--- src/rtl/mcb_pkg.sv ---
package mcb_pkg;

   typedef enum logic [2:0] {
      OP_NOP     = 3'd0,
      OP_PRELOAD = 3'd1,
      OP_CFG_WR  = 3'd2,
      OP_CFG_RD  = 3'd3,
      OP_SIG_WR  = 3'd4,
      OP_SIG_RD  = 3'd5,
      OP_SECURE  = 3'd6,
      OP_ERASE   = 3'd7
   } tp_op_e;

   function automatic int max_of(input int a, input int b);
      return (a > b) ? a : b;
   endfunction

endpackage

--- src/rtl/mcb_holdoff.sv ---
module mcb_holdoff #(
   parameter int HOLDOFF = 4
) (
   input  logic clk,
   input  logic rst_n,
   output logic upd_ok
);

   generate
      if (HOLDOFF == 0) begin : g_none
         assign upd_ok = 1'b1;
      end else begin : g_count
         localparam int CW = $clog2(HOLDOFF + 1);
         logic [CW-1:0] cnt_q;

         always_ff @(posedge clk or negedge rst_n) begin
            if (!rst_n)
               cnt_q <= '0;
            else if (cnt_q != CW'(HOLDOFF))
               cnt_q <= cnt_q + 1'b1;
         end

         assign upd_ok = (cnt_q == CW'(HOLDOFF));

         p_holdoff_stays_open_r5: assert property (@(posedge clk) disable iff (!rst_n)
            (rst_n && upd_ok) |=> upd_ok);
      end
   endgenerate

endmodule

--- src/rtl/mcb_cell.sv ---
module mcb_cell (
   input  logic clk,
   input  logic rst_n,
   input  logic d,
   input  logic upd,
   input  logic pl_stb,
   input  logic pl_val,
   input  logic pol,
   output logic q_fb,
   output logic q_pin
);

   logic r_q;

   always_ff @(posedge clk or negedge rst_n) begin
      if (!rst_n)
         r_q <= 1'b0;
      else if (pl_stb)
         r_q <= pl_val;
      else if (upd)
         r_q <= d;
   end

   assign q_fb  = r_q;
   assign q_pin = r_q ^ pol;

   p_preload_wins_r4: assert property (@(posedge clk) disable iff (!rst_n)
      (rst_n && pl_stb) |=> (q_fb == $past(pl_val)));

   p_idle_holds_r5: assert property (@(posedge clk) disable iff (!rst_n)
      (rst_n && !pl_stb && !upd) |=> $stable(q_fb));

endmodule

--- src/rtl/mcb_access.sv ---
module mcb_access
   import mcb_pkg::*;
#(
   parameter int NUM_REGS = 10,
   parameter int DATA_W   = 8,
   parameter int SIG_BITS = 64,
   parameter int ADDR_W   = 4
) (
   input  logic                clk,
   input  logic                rst_n,
   input  tp_op_e              op,
   input  logic [ADDR_W-1:0]   addr,
   input  logic [DATA_W-1:0]   wdata,
   output logic [NUM_REGS-1:0] pl_stb,
   output logic                pl_val,
   output logic [NUM_REGS-1:0] pol,
   output logic [DATA_W-1:0]   rd_data,
   output logic                rd_valid,
   output logic                err
);

   localparam int SIG_WORDS = SIG_BITS / DATA_W;

   logic [DATA_W-1:0] cfg_q [NUM_REGS];
   logic [DATA_W-1:0] sig_q [SIG_WORDS];
   logic              lock_q;
   logic              cfg_rng, sig_rng, refuse, accept;
   logic [DATA_W-1:0] cfg_mux, sig_mux;
   logic [DATA_W-1:0] rd_q;
   logic              rdv_q, err_q;

   assign cfg_rng = (int'(addr) < NUM_REGS);
   assign sig_rng = (int'(addr) < SIG_WORDS);

   always_comb begin
      unique case (op)
         OP_PRELOAD, OP_CFG_WR, OP_CFG_RD: refuse = lock_q || !cfg_rng;
         OP_SIG_WR, OP_SIG_RD:             refuse = !sig_rng;
         default:                          refuse = 1'b0;
      endcase
   end

   assign accept = !refuse;
   assign pl_val = wdata[0];

   genvar gi;
   generate
      for (gi = 0; gi < NUM_REGS; gi++) begin : g_sel
         assign pl_stb[gi] = (op == OP_PRELOAD) && accept && (addr == ADDR_W'(gi));
         assign pol[gi]    = cfg_q[gi][0];
      end
   endgenerate

   always_comb begin
      cfg_mux = '0;
      for (int k = 0; k < NUM_REGS; k++)
         if (addr == ADDR_W'(k)) cfg_mux = cfg_q[k];
   end

   always_comb begin
      sig_mux = '0;
      for (int k = 0; k < SIG_WORDS; k++)
         if (addr == ADDR_W'(k)) sig_mux = sig_q[k];
   end

   always_ff @(posedge clk or negedge rst_n) begin
      if (!rst_n) begin
         for (int k = 0; k < NUM_REGS; k++) cfg_q[k] <= '0;
         for (int k = 0; k < SIG_WORDS; k++) sig_q[k] <= '0;
         lock_q <= 1'b0;
      end else if (op == OP_ERASE) begin
         for (int k = 0; k < NUM_REGS; k++) cfg_q[k] <= '0;
         for (int k = 0; k < SIG_WORDS; k++) sig_q[k] <= '0;
         lock_q <= 1'b0;
      end else begin
         if (op == OP_SECURE)
            lock_q <= 1'b1;
         for (int k = 0; k < NUM_REGS; k++)
            if (op == OP_CFG_WR && accept && addr == ADDR_W'(k))
               cfg_q[k] <= wdata;
         for (int k = 0; k < SIG_WORDS; k++)
            if (op == OP_SIG_WR && accept && addr == ADDR_W'(k))
               sig_q[k] <= wdata;
      end
   end

   always_ff @(posedge clk or negedge rst_n) begin
      if (!rst_n) begin
         rd_q  <= '0;
         rdv_q <= 1'b0;
         err_q <= 1'b0;
      end else begin
         err_q <= refuse;
         rdv_q <= accept && (op == OP_CFG_RD || op == OP_SIG_RD);
         if (accept && op == OP_CFG_RD)
            rd_q <= cfg_mux;
         else if (accept && op == OP_SIG_RD)
            rd_q <= sig_mux;
      end
   end

   assign rd_data  = rd_q;
   assign rd_valid = rdv_q;
   assign err      = err_q;

   p_lock_sticky_r10: assert property (@(posedge clk) disable iff (!rst_n)
      (rst_n && lock_q && op != OP_ERASE) |=> lock_q);

   p_secure_now_r8: assert property (@(posedge clk) disable iff (!rst_n)
      (rst_n && op == OP_SECURE) |=> lock_q);

   p_locked_preload_err_r9: assert property (@(posedge clk) disable iff (!rst_n)
      (rst_n && lock_q && op == OP_PRELOAD) |=> (err && !rd_valid));

   p_locked_verify_blocked_r8: assert property (@(posedge clk) disable iff (!rst_n)
      (rst_n && lock_q && op == OP_CFG_RD) |=> !rd_valid);

   p_locked_no_strobe_r8: assert property (@(posedge clk) disable iff (!rst_n)
      lock_q |-> (pl_stb == '0));

   p_err_excl_r9: assert property (@(posedge clk) disable iff (!rst_n)
      !(err && rd_valid));

endmodule

--- src/rtl/mcell_regbank.sv ---
module mcell_regbank
   import mcb_pkg::*;
#(
   parameter int NUM_REGS = 10,
   parameter int DATA_W   = 8,
   parameter int SIG_BITS = 64,
   parameter int HOLDOFF  = 4,
   localparam int SIG_WORDS = SIG_BITS / DATA_W,
   localparam int ADDR_W    = $clog2(max_of(max_of(NUM_REGS, SIG_WORDS), 2))
) (
   input  logic                clk,
   input  logic                rst_n,
   input  logic [NUM_REGS-1:0] d_in,
   input  logic                upd_en,
   input  logic [2:0]          tp_op,
   input  logic [ADDR_W-1:0]   tp_addr,
   input  logic [DATA_W-1:0]   tp_wdata,
   output logic [NUM_REGS-1:0] q_fb,
   output logic [NUM_REGS-1:0] q_pin,
   output logic [DATA_W-1:0]   rd_data,
   output logic                rd_valid,
   output logic                tp_err
);

   generate
      if (NUM_REGS < 1) begin : g_bad_regs
         $error("NUM_REGS must be at least 1");
      end
      if (DATA_W < 1) begin : g_bad_width
         $error("DATA_W must be at least 1");
      end
      if (SIG_BITS < DATA_W || (SIG_BITS % DATA_W) != 0) begin : g_bad_sig
         $error("SIG_BITS must be a positive multiple of DATA_W");
      end
      if (HOLDOFF < 0) begin : g_bad_hold
         $error("HOLDOFF must not be negative");
      end
   endgenerate

   logic [NUM_REGS-1:0] pl_stb;
   logic                pl_val;
   logic [NUM_REGS-1:0] pol;
   logic                upd_ok;
   logic                upd;

   mcb_holdoff #(.HOLDOFF(HOLDOFF)) u_hold (
      .clk    (clk),
      .rst_n  (rst_n),
      .upd_ok (upd_ok)
   );

   assign upd = upd_en && upd_ok;

   mcb_access #(
      .NUM_REGS (NUM_REGS),
      .DATA_W   (DATA_W),
      .SIG_BITS (SIG_BITS),
      .ADDR_W   (ADDR_W)
   ) u_acc (
      .clk      (clk),
      .rst_n    (rst_n),
      .op       (tp_op_e'(tp_op)),
      .addr     (tp_addr),
      .wdata    (tp_wdata),
      .pl_stb   (pl_stb),
      .pl_val   (pl_val),
      .pol      (pol),
      .rd_data  (rd_data),
      .rd_valid (rd_valid),
      .err      (tp_err)
   );

   genvar gi;
   generate
      for (gi = 0; gi < NUM_REGS; gi++) begin : g_cell
         mcb_cell u_cell (
            .clk    (clk),
            .rst_n  (rst_n),
            .d      (d_in[gi]),
            .upd    (upd),
            .pl_stb (pl_stb[gi]),
            .pl_val (pl_val),
            .pol    (pol[gi]),
            .q_fb   (q_fb[gi]),
            .q_pin  (q_pin[gi])
         );
      end
   endgenerate

   p_single_target_r3: assert property (@(posedge clk) disable iff (!rst_n)
      $onehot0(pl_stb));

   p_no_update_in_holdoff_r5: assert property (@(posedge clk) disable iff (!rst_n)
      (rst_n && !upd_ok && pl_stb == '0) |=> $stable(q_fb));

endmodule

--- config.mk ---
export PLATFORM = sky130hd
export DESIGN_NAME = mcell_regbank
export DESIGN_NICKNAME = d
export VERILOG_FILES = /design/src/rtl/mcb_pkg.sv /design/src/rtl/mcb_holdoff.sv /design/src/rtl/mcb_cell.sv /design/src/rtl/mcb_access.sv /design/src/rtl/mcell_regbank.sv
export SDC_FILE = /design/constraint.sdc
export NUM_CORES = 1
export LEC_CHECK = 0
export ABC_AREA = 1
export ABC_CLOCK_PERIOD_IN_PS = 1800
export BUFFER_PORTS_ARGS = -buffer_cell sky130_fd_sc_hd__buf_2
export CAP_MARGIN = 0
export CELL_PAD_IN_SITES_DETAIL_PLACEMENT = 1
export CELL_PAD_IN_SITES_GLOBAL_PLACEMENT = 1
export CORE_ASPECT_RATIO = 1.1
export CORE_MARGIN = 2
export CORE_UTILIZATION = 40
export CTS_CLUSTER_SIZE = 28
export DETAILED_ROUTE_END_ITERATION = 10
export PLACE_DENSITY = 0.76
export SYNTH_ARGS = -nofsm -noshare
export SYNTH_HDL_FRONTEND = slang
export SYNTH_HIERARCHICAL = 1
export SYNTH_SLANG_ARGS = --single-unit
--- constraint.sdc ---
create_clock -name clk -period 1.8 [get_ports clk]
set_input_delay 0.09 -clock clk [delete_from_list [all_inputs] [get_ports clk]]
set_output_delay 0.09 -clock clk [all_outputs]
set_load 0.05 [all_outputs]
-- After elaboration in Yosys (flattened, before gate mapping)
Index checks and enable logic that the tools add are counted.
- register bits after elaboration: 168
- output and inout bits: 30
- word-level logic and storage cells: 200
- add/subtract/negate cells: 1
- $lt $le $gt $ge: 2
- eq/ne operators: 18
- multiplexer cells: 63
- bitwise gates (word level): 10
- reduce and logical (&&, ||, !) cells: 73
- operators by type and width (kind ; number):
    8-bit 2-to-1 mux ; 38
    80-bit 2-to-1 mux ; 1
    64-bit 2-to-1 mux ; 1
    2-bit nonzero test ; 30
    1-bit logical AND ; 35
    1-bit 2-to-1 mux ; 22
    4-bit by 3-bit equality test with 1-bit output, second input constant ; 4
    3-bit equality test, second input constant ; 5
    1-bit bitwise XOR ; 10
    4-bit by 2-bit equality test with 1-bit output, second input constant ; 2
    4-bit equality test, second input constant ; 2
    4-bit < comparator, second input constant ; 2
    3-bit by 2-bit equality test with 1-bit output, second input constant ; 2
    4-bit by 1-bit equality test with 1-bit output, second input constant ; 1
    4-bit zero test ; 1
    3-bit by 1-bit adder with 3-bit output, second input constant ; 1
    3-bit by 1-bit equality test with 1-bit output, second input constant ; 1
    1-bit zero test ; 3
    3-bit inequality test, second input constant ; 1
    3-bit OR reduction ; 1
    1-bit logical OR ; 2
    1-bit case mux with 2 select lines ; 1
    2-bit OR reduction ; 1

-- Depth between registers and ports, before layout
Gate-level depths: netlist of run 1.
- depth in word-level cells: 12
- gate-level depth with buffers: 12
- depth with buffers taken out: 11

-- Modules after synthesis
The synthesis of run 1 kept the hierarchy.
- by module, submodules not included (module ; times used ; cells each ; area each (µm²)):
    mcb_access ; 1 ; 900 ; 7248.2
    mcb_cell ; 10 ; 11 ; 68.8
    mcb_holdoff ; 1 ; 20 ; 162.7
    mcell_regbank ; 1 ; 2 ; 7.5

-- Worst setup path before layout of run 1
OpenSTA, ideal clock, no wires.
- path kind: register to register
- start point: register u_acc.lock_q
- end point: register u_acc/cfg_q[63] in the netlist's numbering
- arrival time: 1485 ps
- required time: 1670 ps
- slack: 185 ps
- stages on the path, launching flop included: 10
- path buffers: 1
- path through: dfrtp_1 inv_1 nand2_1 nand2_1 nand2_2 nor4_4 nand3_1 buf_2 nand3_1 o21ai_0
- cells in the longest elaborated chain, start to end: 6
- RTL lines (element ; line ; source):
    from (decl) ; mcb_access.sv:26 ; logic lock_q;
    from (signal assigned) ; mcb_access.sv:70 ; lock_q <= 1'b0;
    from (signal assigned) ; mcb_access.sv:74 ; lock_q <= 1'b0;
    from (signal assigned) ; mcb_access.sv:77 ; lock_q <= 1'b1;
    1-bit logical OR ; mcb_access.sv:37 ; OP_PRELOAD, OP_CFG_WR, OP_CFG_RD: refuse = lock_q || !cfg_rng;
    1-bit case mux with 2 select lines ; mcb_access.sv:36 ; unique case (op)
    via u_acc.refuse ; mcb_access.sv:27 ; logic cfg_rng, sig_rng, refuse, accept;
    1-bit zero test ; mcb_access.sv:43 ; assign accept = !refuse;
    1-bit logical AND (2 in a row) ; mcb_access.sv:79 ; if (op == OP_CFG_WR && accept && addr == ADDR_W'(k))
    2-bit nonzero test (no source line) ; n/a ;
    to (signal, indexed assignment) ; mcb_access.sv:80 ; cfg_q[k] <= wdata;
    to (decl) ; mcb_access.sv:24 ; logic [DATA_W-1:0] cfg_q [NUM_REGS];
The timed path passes the listed nets, and every way through them passes these cells.
A chain may end at the register's enable or synchronous reset.

-- Final worst setup path of run 1
- start point: register u_acc.lock_q
- end point: register u_acc/cfg_q[39] in the netlist's numbering
Same word-level chain as after synthesis.

==> metrics.md, run 1 <==
| Metric | Value |
|---|---|
| Status | `completed` |
| Max VDD drop | `roughly 650 uV` |
| Post-route ant nets | `0` |
| Die Footprint | `between 0.02 and 0.025 sq mm` |
| Beginning of the worst hold path | `tp_wdata[0]` |
| Largest net degree at the start of global routing | `between 40 and 50` |
| Drt drc | `0` |
| Die width | `~140 um` |
| Final Hold Fails | `0` |
| Rows | `between 50 and 60` |
| Initial DRC count | `around 470` |
| Static leakage | `4.733 nW` |
| Max incr delay on CP | `around 0.36 ns` |
| Initial core utilization | `0.4081` |
| Final WS setup | `approximately 0.12 ns` |
| Layout cell share with drive strength beyond 1 | `0.1605` |
| Drt via density | `between 5 and 6` |
| CP Launch Type | `flop` |
| Htree depth | `4` |
| Period Utilization, post-route | `0.9322` |
| Reg2Reg Setup Slack | `approximately 0.12 ns` |
| Total Nets Final | `between 1000 and 1500` |
| Drt first pass iters | `4` |
| Synthesized area per cell | `between 7 and 8 sq um` |
| Routed WL per cell | `~18 um` |
| TritonCTS Buffers | `17` |
| Hold endpoint | `g_cell[5].u_cell/q_fb` |
| DP Wirelength | `between 15000 and 20000 um` |
| FF+latch count, synth | `between 150 and 200` |
| Relative slew slack | `0.6485` |
| Hold crit path type | `in2reg` |
| Cells after Synth | `1032` |
| # IOs | `58` |
| Initial antenna violation count | `0` |
| Detailed-route wire length | `24890 um` |
| Final setup vio count | `0` |
| First-pass GRT wire length | `roughly 41000 um` |
| Area Growth Syn to Fin | `21.62%` |
| Grt ovf | `0` |
| Critical path origin | `u_acc/lock_q` |
| Commonest non-fill, non-tap cell in the layout | `nand2_1` |
| Minimum clock period after layout | `roughly 1.7 ns` |
| Yosys Warn Count | `6` |
| Fin area | `0.009859 sq mm` |
| Clock Sinks | `around 170` |
| Netlist cell types | `19` |
| Clk slew on worst S/H paths | `~0.07 ns` |
| Die Y-Extent | `153.3 um` |
| Pre-CTS setup slack | `-0.1510 ns` |
| Crit path top cell by count | `nand2_1` |
| WP buf/inv | `4` |
| Placed cell area | `~0.009 sq mm` |
| CP Cell Sequence | `inv_1 > nand2_1 > nand2_1 > nand2_2 > buf_4 > nor4_4 > buf_6 > buf_12 > nand2_4 > nand3_1 > o21ai_0` |
| CP max-delay cell | `dfrtp_1` |
| Clk_skew | `0.008564 ns` |
| CTS max path bufs | `2` |
| I/O Buffers | `between 50 and 60` |
| Max FO, Critical Path | `16` |
| Crit Path Category | `reg2reg` |
| Reg2reg path depth | `11` |
| Syn Nets | `approximately 1100` |
| WP depth | `11` |
| Vias in the first global route | `between 7000 and 8000` |
| Upper clock frequency limit | `596.0 MHz` |
| RR Endpoint | `u_acc/cfg_q[39]` |
| CP arrival | `just under 2 ns` |
| Clock Tree Root | `clkbuf_16` |
| Sequential-to-total area share from yosys stat | `0.5186` |
| Slew Viols, Final | `0` |
| GRT Util Overall | `0.2430` |
| Hold path depth | `3` |
| RePlAce Congestion | `roughly 0.79` |
| Clk_lat worst skew | `around 0.43 ns` |
| TritonCTS clock tree | `done` |
| Max-Cap Viols | `0` |
| Most frequent cells in the layout | `nand2_1 (205), dfrtp_1 (168), nand3_1 (152)` |
| Final core occ | `0.4963` |
| Worst Path Required | `2.10 ns` |
| PD cells | `962.4 mW/mm^2` |
| FF-to-FF Start | `u_acc/lock_q` |
| Worst slew pin tran | `about 0.53 ns` |
| Crit path max-delay family | `simple AND/OR/NAND/NOR gates` |
| Core footprint | `0.01986 sq mm` |
| Cell Area, Synth | `0.008107 sq mm` |
| Via count | `around 7400` |
| Crit end category | `flop` |
| RSZ-0062 raised after global routing | `true` |
| Antenna Cells | `0` |
==> cell usage after synthesis, drive strengths merged <==
library cell  instances  area (sq um)
xor2                 10         87.58
nand4                16         100.1
o21ai               151         755.7
nor3                  9         45.04
nand3               152         760.7
inv                  93         349.1
nor4                  1         21.27
ha                    2         25.02
a21oi                46         230.2
nand2               212         800.8
nor2                108         417.9
dfrtp               168          4204
buf                  34         196.4
clkbuf               30         112.6
==> layer usage <==
| metal | wire (um) | GRT usage | up-vias | share of wire |
|---|---|---|---|---|
| met4 | 527 | 0.08429 | 0 | 0.021 |
| met3 | 733 | 0.03603 | 33 | 0.029 |
| met2 | 12970 | 0.4260 | 125 | 0.52 |
| met5 | 0 | 0 | - | 0 |
| li1 | - | - | 3557 | - |
| met1 | 10660 | 0.3064 | 3646 | 0.43 |
==> flip-flops by register name, summed over array words and instances, names as in the netlist <==
signal                flops
u_acc/rd_valid            1
u_acc/sig_q              64
u_acc/pol                10
u_acc/lock_q              1
g_cell.u_cell/q_fb       10
u_hold/g_count.cnt_q      3
u_acc/err                 1
u_acc/rd_data             8
u_acc/cfg_q              70
==> where the power goes <==
| group | internal, mW | switching, mW | total (mW) |
|---|---|---|---|
| Clock | 2.09 | 1.60 | 3.69 |
| Combinational | 0.442 | 1.04 | 1.48 |
| Sequential | 4.12 | 0.195 | 4.32 |
==> worst min-delay path, delay by kind of cell <==
kind | cells | cell delay, ns
and+or+nand+nor | 2 | 0.14
buffers and inverters | 1 | 0.19
==> per-stage QoR <==
stage / std cells / setup TNS, ns / hold slack (ns) / total power, mW
2_1_floorplan: 1032 / 0 / -0.2056 / 5.258
3_3_place_gp: 1347 / -0.4009 / 0.06525 / 5.780
3_5_place_dp: 1347 / -3.609 / 0.07105 / 5.833
4_1_cts: 1390 / 0 / 0.02569 / 9.551
5_1_grt: 1392 / -0.08952 / 0.03262 / 9.920
6_report: 1392 / 0 / 0.03463 / 9.488
==> cell type report <==
cell class	instances	area, sq um
multi-input combinational	707	3323
clock buffer	18	439.2
tap	252	315.3
clock inverter	14	151.4
inverter	93	349.1
timing repair buffer	140	1077
fill	2460	10000
sequential	168	4204
==> timing repair <==
action | 4_1_cts | 5_1_grt
buffers inserted | 0 | 2
gates resized for setup | 9 | 21
hold endpoints to repair | 79 | 0
endpoints found under the setup margin | 71 | 128
hold buffers | 11 | 0
==> logic make-up (layout without fill, tap and decap cells) <==
logic type	count (synthesis)	count (layout)	share of synthesized area
AND/OR/NAND/NOR	498	498	0.2647
flip-flops	168	168	0.5186
AO/OA/AOI/OAI	197	197	0.1216
buffers and inverters	157	265	0.08119
XOR/XNOR	10	10	0.01080
adder cells (fa/ha/maj)	2	2	0.003086
==> how the worst max path moves through the flow <==
| stage | end | slack, ns |
|---|---|---|
| final | u_acc/cfg_q[39] | 0.12 |
| after global routing | u_acc/cfg_q[42] | -0.02 |
| after CTS | u_acc/cfg_q[71] | 0.03 |
| after detailed placement | u_acc/sig_q[57] | -0.15 |
| after global placement | u_acc/sig_q[43] | -0.03 |
| after floorplan | u_acc/cfg_q[63] | 0.18 |
Note: power is estimated with default switching activity, not from simulation.
==> run 2, diff against run 1 <==
CAP_MARGIN = 20   (was 0)
CELL_PAD_IN_SITES_DETAIL_PLACEMENT = unset   (was 1)
CELL_PAD_IN_SITES_GLOBAL_PLACEMENT = unset   (was 1)
PLACE_DENSITY = 0.61   (was 0.76)
==> run 2 against run 1 <==
  * Core utilization down 0.44 points
  * Cell count about the same
  * Non-clock buffer count up 1
  * Final area down 0.89%
  * Highest routed layer unchanged
  * Worst setup slack better by 0.018 ns
  * Register-to-register slack better by 0.02 ns
  * Sequential share of layout area up 0.38 points
  * Combinational power down 3%
  * Critical path depth down 1
  * Clock-buffer cell count up 3
==> metrics.md, run 2 (same netlist as run 1, synthesis figures left out) <==
| Metric | Value |
|---|---|
| Status | `completed` |
| CP arrival | `between 1.5 and 2 ns` |
| Most frequent cells in the layout | `nand2_1 (201), dfrtp_1 (168), nand3_1 (151), o21ai_0 (151), nor2_1 (98)` |
| Routed WL per cell | `around 15 um` |
| TritonCTS clock tree | `done` |
| Crit end category | `flop` |
| Clock Tree Root | `clkbuf_16` |
| Max-Cap Viols | `0` |
| Reg area | `between 0.004 and 0.005 sq mm` |
| First-pass GRT wire length | `between 30000 and 40000 um` |
| Slew Viols, Final | `0` |
| Net Sw Frac | `0.2818` |
| Max FO, Critical Path | `16` |
| DP Wirelength | `about 15000 um` |
| Die Y-Extent | `153.3 um` |
| Biggest register | `u_acc/cfg_q` |
| Power Internal | `roughly 6.8 mW` |
| Core footprint | `roughly 0.020 sq mm` |
| CP Launch Type | `flop` |
| Commonest non-fill, non-tap cell in the layout | `nand2_1` |
| Drt first pass iters | `5` |
| Via count | `7036` |
| Reg2reg path depth | `10` |
| Top Registers | `u_acc/cfg_q x70, u_acc/sig_q x64` |
| Initial antenna violation count | `0` |
| TNS Setup | `0 ns` |
| Period Utilization, post-route | `0.9223` |
| Met1 usage | `0.2666` |
| Crit Path Category | `reg2reg` |
| Initial core utilization | `0.4081` |
| Grt ovf | `0` |
| Htree depth | `4` |
| Fin area | `roughly 0.0098 sq mm` |
| RSZ-0062 raised after global routing | `false` |
| Clk_lat worst skew | `0.43 ns` |
| Placed cell area | `approximately 0.009 sq mm` |
| Detailed-route wire length | `around 22000 um` |
| # fillers | `1970` |
| Rows | `54` |
| CTS max path bufs | `2` |
| GRT met3 Usage | `0.03446` |
| # IOs | `58` |
| RePlAce Congestion | `~0.80` |
| Antenna Cells | `0` |
| Relative slew slack | `0.6181` |
| Final setup vio count | `0` |
| Die width | `around 140 um` |
| Number of flip-flops under the largest register name | `70` |
| I/O Buffers | `between 50 and 60` |
| Sequential Power Share | `0.455` |
| Max VDD drop | `589.5 uV` |
| Drt via density | `just over 5` |
| Logic gate share of total power | `0.151` |
| Area of the multi-input gates | `roughly 0.0033 sq mm` |
| Worst Path Required | `between 2 and 2.5 ns` |
| Initial DRC count | `approximately 490` |
| Clk pwr share | `0.394` |
| Final WS setup | `~0.14 ns` |
| Final Hold Fails | `0` |
| GRT Util Overall | `0.2086` |
| Clk slew on worst S/H paths | `around 0.06 ns` |
| Switching pwr | `between 2 and 3 mW` |
| Vias in the first global route | `roughly 6700` |
| Post-route ant nets | `0` |
| Met2 Use GR | `0.3612` |
| Layout cell share with drive strength beyond 1 | `0.1604` |
| Upper clock frequency limit | `approximately 600 MHz` |
| Area Growth Syn to Fin | `20.54%` |
| Die Footprint | `roughly 0.021 sq mm` |
| PD cells | `between 900 and 1000 mW/mm^2` |
| Clk_skew | `a little over 0.007 ns` |
| Pre-CTS setup slack | `-0.1344 ns` |
| Clock Sinks | `~170` |
| Final core occ | `0.4919` |
| Busiest grt layer | `met2` |
| Minimum clock period after layout | `1.660 ns` |
| Drt drc | `0` |
| Hold path depth | `4` |
| TritonCTS Buffers | `17` |
| Worst slew pin tran | `about 0.57 ns` |
| Static leakage | `4.701 nW` |
| Hold crit path type | `in2reg` |
| Total Nets Final | `between 1000 and 1500` |
| Largest net degree at the start of global routing | `53` |
run 2: area by class of cell:
type                       count  share of cell area
sequential                   168              0.4302
clock inverter                11             0.01511
inverter                      93             0.03572
tap                          252             0.03227
multi-input combinational    707              0.3366
clock buffer                  21             0.04712
timing repair buffer         141              0.1029
run 2: path summary, 6_finish.rpt:
path	startpoint	end	slack [ns]
max	u_acc/lock_q	u_acc/cfg_q[77]	0.14
min in group asynchronous	rst_n	u_acc/cfg_q[11]	0.18
min reg2reg	u_acc/sig_q[25]	u_acc/sig_q[25]	0.48
max reg2reg	u_acc/lock_q	u_acc/cfg_q[77]	0.14
max in group asynchronous	rst_n	u_acc/sig_q[56]	0.95
min	tp_op[1]	u_acc/lock_q	0.12
run 2: timing repair:
| action | CTS | global route |
|---|---|---|
| hold buffers | 12 | 0 |
| buffers inserted | 0 | 0 |
| gates resized for setup | 6 | 10 |
| endpoints found under the hold margin | 56 | 0 |
| endpoints found under the setup margin | 44 | 67 |
run 2: worst max-delay path, stage by stage (launching register included):
cell and delay (ns):
dfrtp_1 0.36, inv_1 0.07, nand2_1 0.05, nand2_1 0.08, nand2_2 0.05, buf_4 0.15
nor4_4 0.18, buf_12 0.19, nand2_2 0.19, nand3_1 0.13, o21ai_0 0.08
run 2: power by group through the flow:
stage                     sequential [mW]  clock (mW)  combinational [mW]
after floorplan                      4.58           0               0.677
after global placement               4.37           0                1.39
after detailed placement             4.38           0                1.42
after CTS                            4.31        3.80                1.45
after global routing                 4.35        3.99                1.59
final                                4.31        3.74                1.43
run 2: per-layer routing:
| layer | vias up | share of wire |
|---|---|---|
| met2 | 123 | 0.51 |
| li1 | 3555 | - |
| met1 | 3328 | 0.44 |
| met4 | 0 | 0.021 |
| met5 | - | 0 |
| met3 | 30 | 0.034 |
run 2: through the flow:
step	instances	hold WS, ns	total power [mW]
2_1_floorplan	1032	-0.2056	5.258
3_3_place_gp	1349	0.09199	5.764
3_5_place_dp	1349	0.08997	5.792
4_1_cts	1393	0.1076	9.559
5_1_grt	1393	0.1328	9.933
6_report	1393	0.1175	9.487
==> run 3, diff against run 2 <==
GPL_TIMING_DRIVEN = 0   (was unset)
==> run 3 against run 2 <==
  * The flow now finishes with violations (negative setup slack)
  * Global-route usage rose by 1.7 points
  * Total power rose by 2.2%
  * Register-to-register slack got worse by 0.15 ns
  * Cell count rose by 1.1%
  * Clock skew rose by 0.0041 ns
  * Critical endpoint is now u_acc/cfg_q[37]
  * Sequential power barely moved
  * Hold slack got worse by 0.10 ns
  * Clock power rose by 5%
  * Highest routed layer unchanged
  * Clock-buffer cell count fell by 3
  * Routed wire length rose by 13%
  * Largest power group unchanged
  * Largest cell class unchanged
==> metrics.md, run 3 (same netlist as run 1, synthesis figures left out) <==
| Metric | Value |
|---|---|
| Area Growth Syn to Fin | `25.17%` |
| # IOs | `58` |
| Static leakage | `~4.8 nW` |
| Area of the multi-input gates | `roughly 0.0036 sq mm` |
| Clock Sinks | `approximately 170` |
| Placed cell area | `approximately 0.0087 sq mm` |
| Final setup vio count | `2` |
| Reg area | `roughly 0.0042 sq mm` |
| Antenna Cells | `0` |
| RSZ-0062 raised after global routing | `true` |
| Drt first pass iters | `6` |
| Crit Path Category | `reg2reg` |
| Period Utilization, post-route | `1.005` |
| Biggest register | `u_acc/cfg_q` |
| FF-to-FF Start | `u_acc/lock_q` |
| Number of flip-flops under the largest register name | `70` |
| Vias in the first global route | `7051` |
| Core footprint | `just under 0.02 sq mm` |
| Die Y-Extent | `~150 um` |
| Status | `finished with violations` |
| Grt ovf | `0` |
| Drt via density | `between 5 and 6` |
| Relative slew slack | `0.4074` |
| WL met3 | `1270 um` |
| Initial core utilization | `0.4081` |
| Total Nets Final | `1173` |
| Highest routed layer | `met4` |
| First-pass GRT wire length | `37940 um` |
| Via count | `between 7000 and 8000` |
| Worst slew pin tran | `around 0.89 ns` |
| Slew Viols, Final | `0` |
| Fin area | `around 0.01 sq mm` |
| Clk_lat worst skew | `~0.43 ns` |
| CP Launch Type | `flop` |
| Minimum clock period after layout | `~1.8 ns` |
| CTS max path bufs | `2` |
| Drt drc | `0` |
| Max-Cap Viols | `0` |
| Worst Path Required | `~2.1 ns` |
| Post-route ant nets | `0` |
| Critical path origin | `u_acc/lock_q` |
| PD cells | `between 900 and 1000 mW/mm^2` |
| TritonCTS clock tree | `done` |
| Commonest non-fill, non-tap cell in the layout | `nand2_1` |
| Top Registers | `u_acc/cfg_q x70, u_acc/sig_q x64` |
| Layout cell share with drive strength beyond 1 | `0.1886` |
| Failing checks | `negative setup slack` |
| Max VDD drop | `about 630 uV` |
| I/O Buffers | `56` |
| Max FO, Critical Path | `8` |
| Final WS setup | `-0.008573 ns` |
| DP Wirelength | `around 16000 um` |
| Met2 WL | `~12000 um` |
| Hold crit path type | `in2reg` |
| Clock Tree Root | `clkbuf_16` |
| Initial DRC count | `about 700` |
| Upper clock frequency limit | `between 500 and 600 MHz` |
| Fin Hold WS | `approximately 0.016 ns` |
| CP arrival | `2.11 ns` |
| Die width | `139.7 um` |
| TritonCTS Buffers | `17` |
| Rows | `54` |
| Detailed-route wire length | `approximately 24000 um` |
| Beginning of the worst hold path | `tp_op[1]` |
| Clk_skew | `0.01119 ns` |
| WL met1 | `between 10000 and 15000 um` |
| Crit end category | `flop` |
| Largest net degree at the start of global routing | `87` |
| Initial antenna violation count | `0` |
| Routed WL per cell | `17.31 um` |
| RePlAce Congestion | `about 0.87` |
| Htree depth | `4` |
| Most frequent cells in the layout | `nand2_1 (193), dfrtp_1 (168), nand3_1 (143)` |
| Final core occ | `0.5108` |
| GRT Util Overall | `0.2252` |
| # fillers | `1927` |
| Clk slew on worst S/H paths | `~0.07 ns` |
| Die Footprint | `roughly 0.021 sq mm` |
| Final Hold Fails | `0` |
[run 3: cell count changes in the layout (fill, tap and decap cells not counted), sizes merged]
cell         previous run  this run
clkbuf                 21        44
buf                   129       116
clkinvlp                4        10
bufinv                  3         4
clkinv                  4         3
dlygate4sd3            12        11
[run 3: report_power, final]
| group | switching [mW] | internal (mW) | leakage (nW) |
|---|---|---|---|
| clock | 1.58 | 2.33 | 0.285 |
| combinational | 1.07 | 0.407 | 2.31 |
| sequential | 0.190 | 4.12 | 2.20 |
[run 3: layout make-up]
cell class | instances | area share
buffer | 64 | 0.03983
clock buffer | 18 | 0.04229
clock inverter | 14 | 0.01973
inverter | 93 | 0.03477
multi-input combinational | 707 | 0.3536
sequential | 168 | 0.4143
tap | 252 | 0.03107
timing repair buffer | 89 | 0.06215
timing repair inverter | 3 | 0.002219
[run 3: metrics by stage]
stage	power (mW)	setup slack [ns]	TNS [ns]	std cells
6_report	9.701	-0.008573	-0.01264	1408
5_1_grt	10.14	-0.1057	-4.259	1408
4_1_cts	9.690	-0.005321	-0.005321	1385
3_5_place_dp	5.740	-0.7651	-76.62	1341
3_3_place_gp	5.702	-2.102	-423.80	1340
2_1_floorplan	5.258	0.1846	0	1032
[run 3: metal layers]
metal,vias to the layer above,track usage
met4,0,0.07143
li1,3619,-
met5,-,0
met1,3568,0.3002
met3,38,0.04135
met2,243,0.3735
[run 3: final timing paths]
check / depth (start not counted) / to / slack (ns)
worst min-delay path: 3 / u_acc/lock_q / 0.02
worst max register to register: 10 / u_acc/cfg_q[37] / -0.009
max in group asynchronous: 3 / u_acc/sig_q[39] / 0.68
min in group asynchronous: 2 / u_acc/cfg_q[12] / 0.26
worst min register to register: 2 / u_acc/sig_q[50] / 0.49
worst max-delay path: 10 / u_acc/cfg_q[37] / -0.009
[run 3: worst max-delay path, stage by stage (launching register included)]
cell,delay (ns)
dfrtp_1,0.37
inv_2,0.07
nand2_2,0.06
nand2_2,0.11
nand2_4,0.08
nor4_4,0.27
buf_6,0.26
nand2_4,0.13
buf_6,0.18
nand3_1,0.05
o21ai_0,0.09
[run 3: what timing repair did]
action	in CTS	in global routing
endpoints found under the hold margin	95	0
cloned	0	10
hold buffers	11	0
gates resized for setup	45	142
endpoints found under the setup margin	162	157
pin swaps	1	4
buffers inserted	1	13
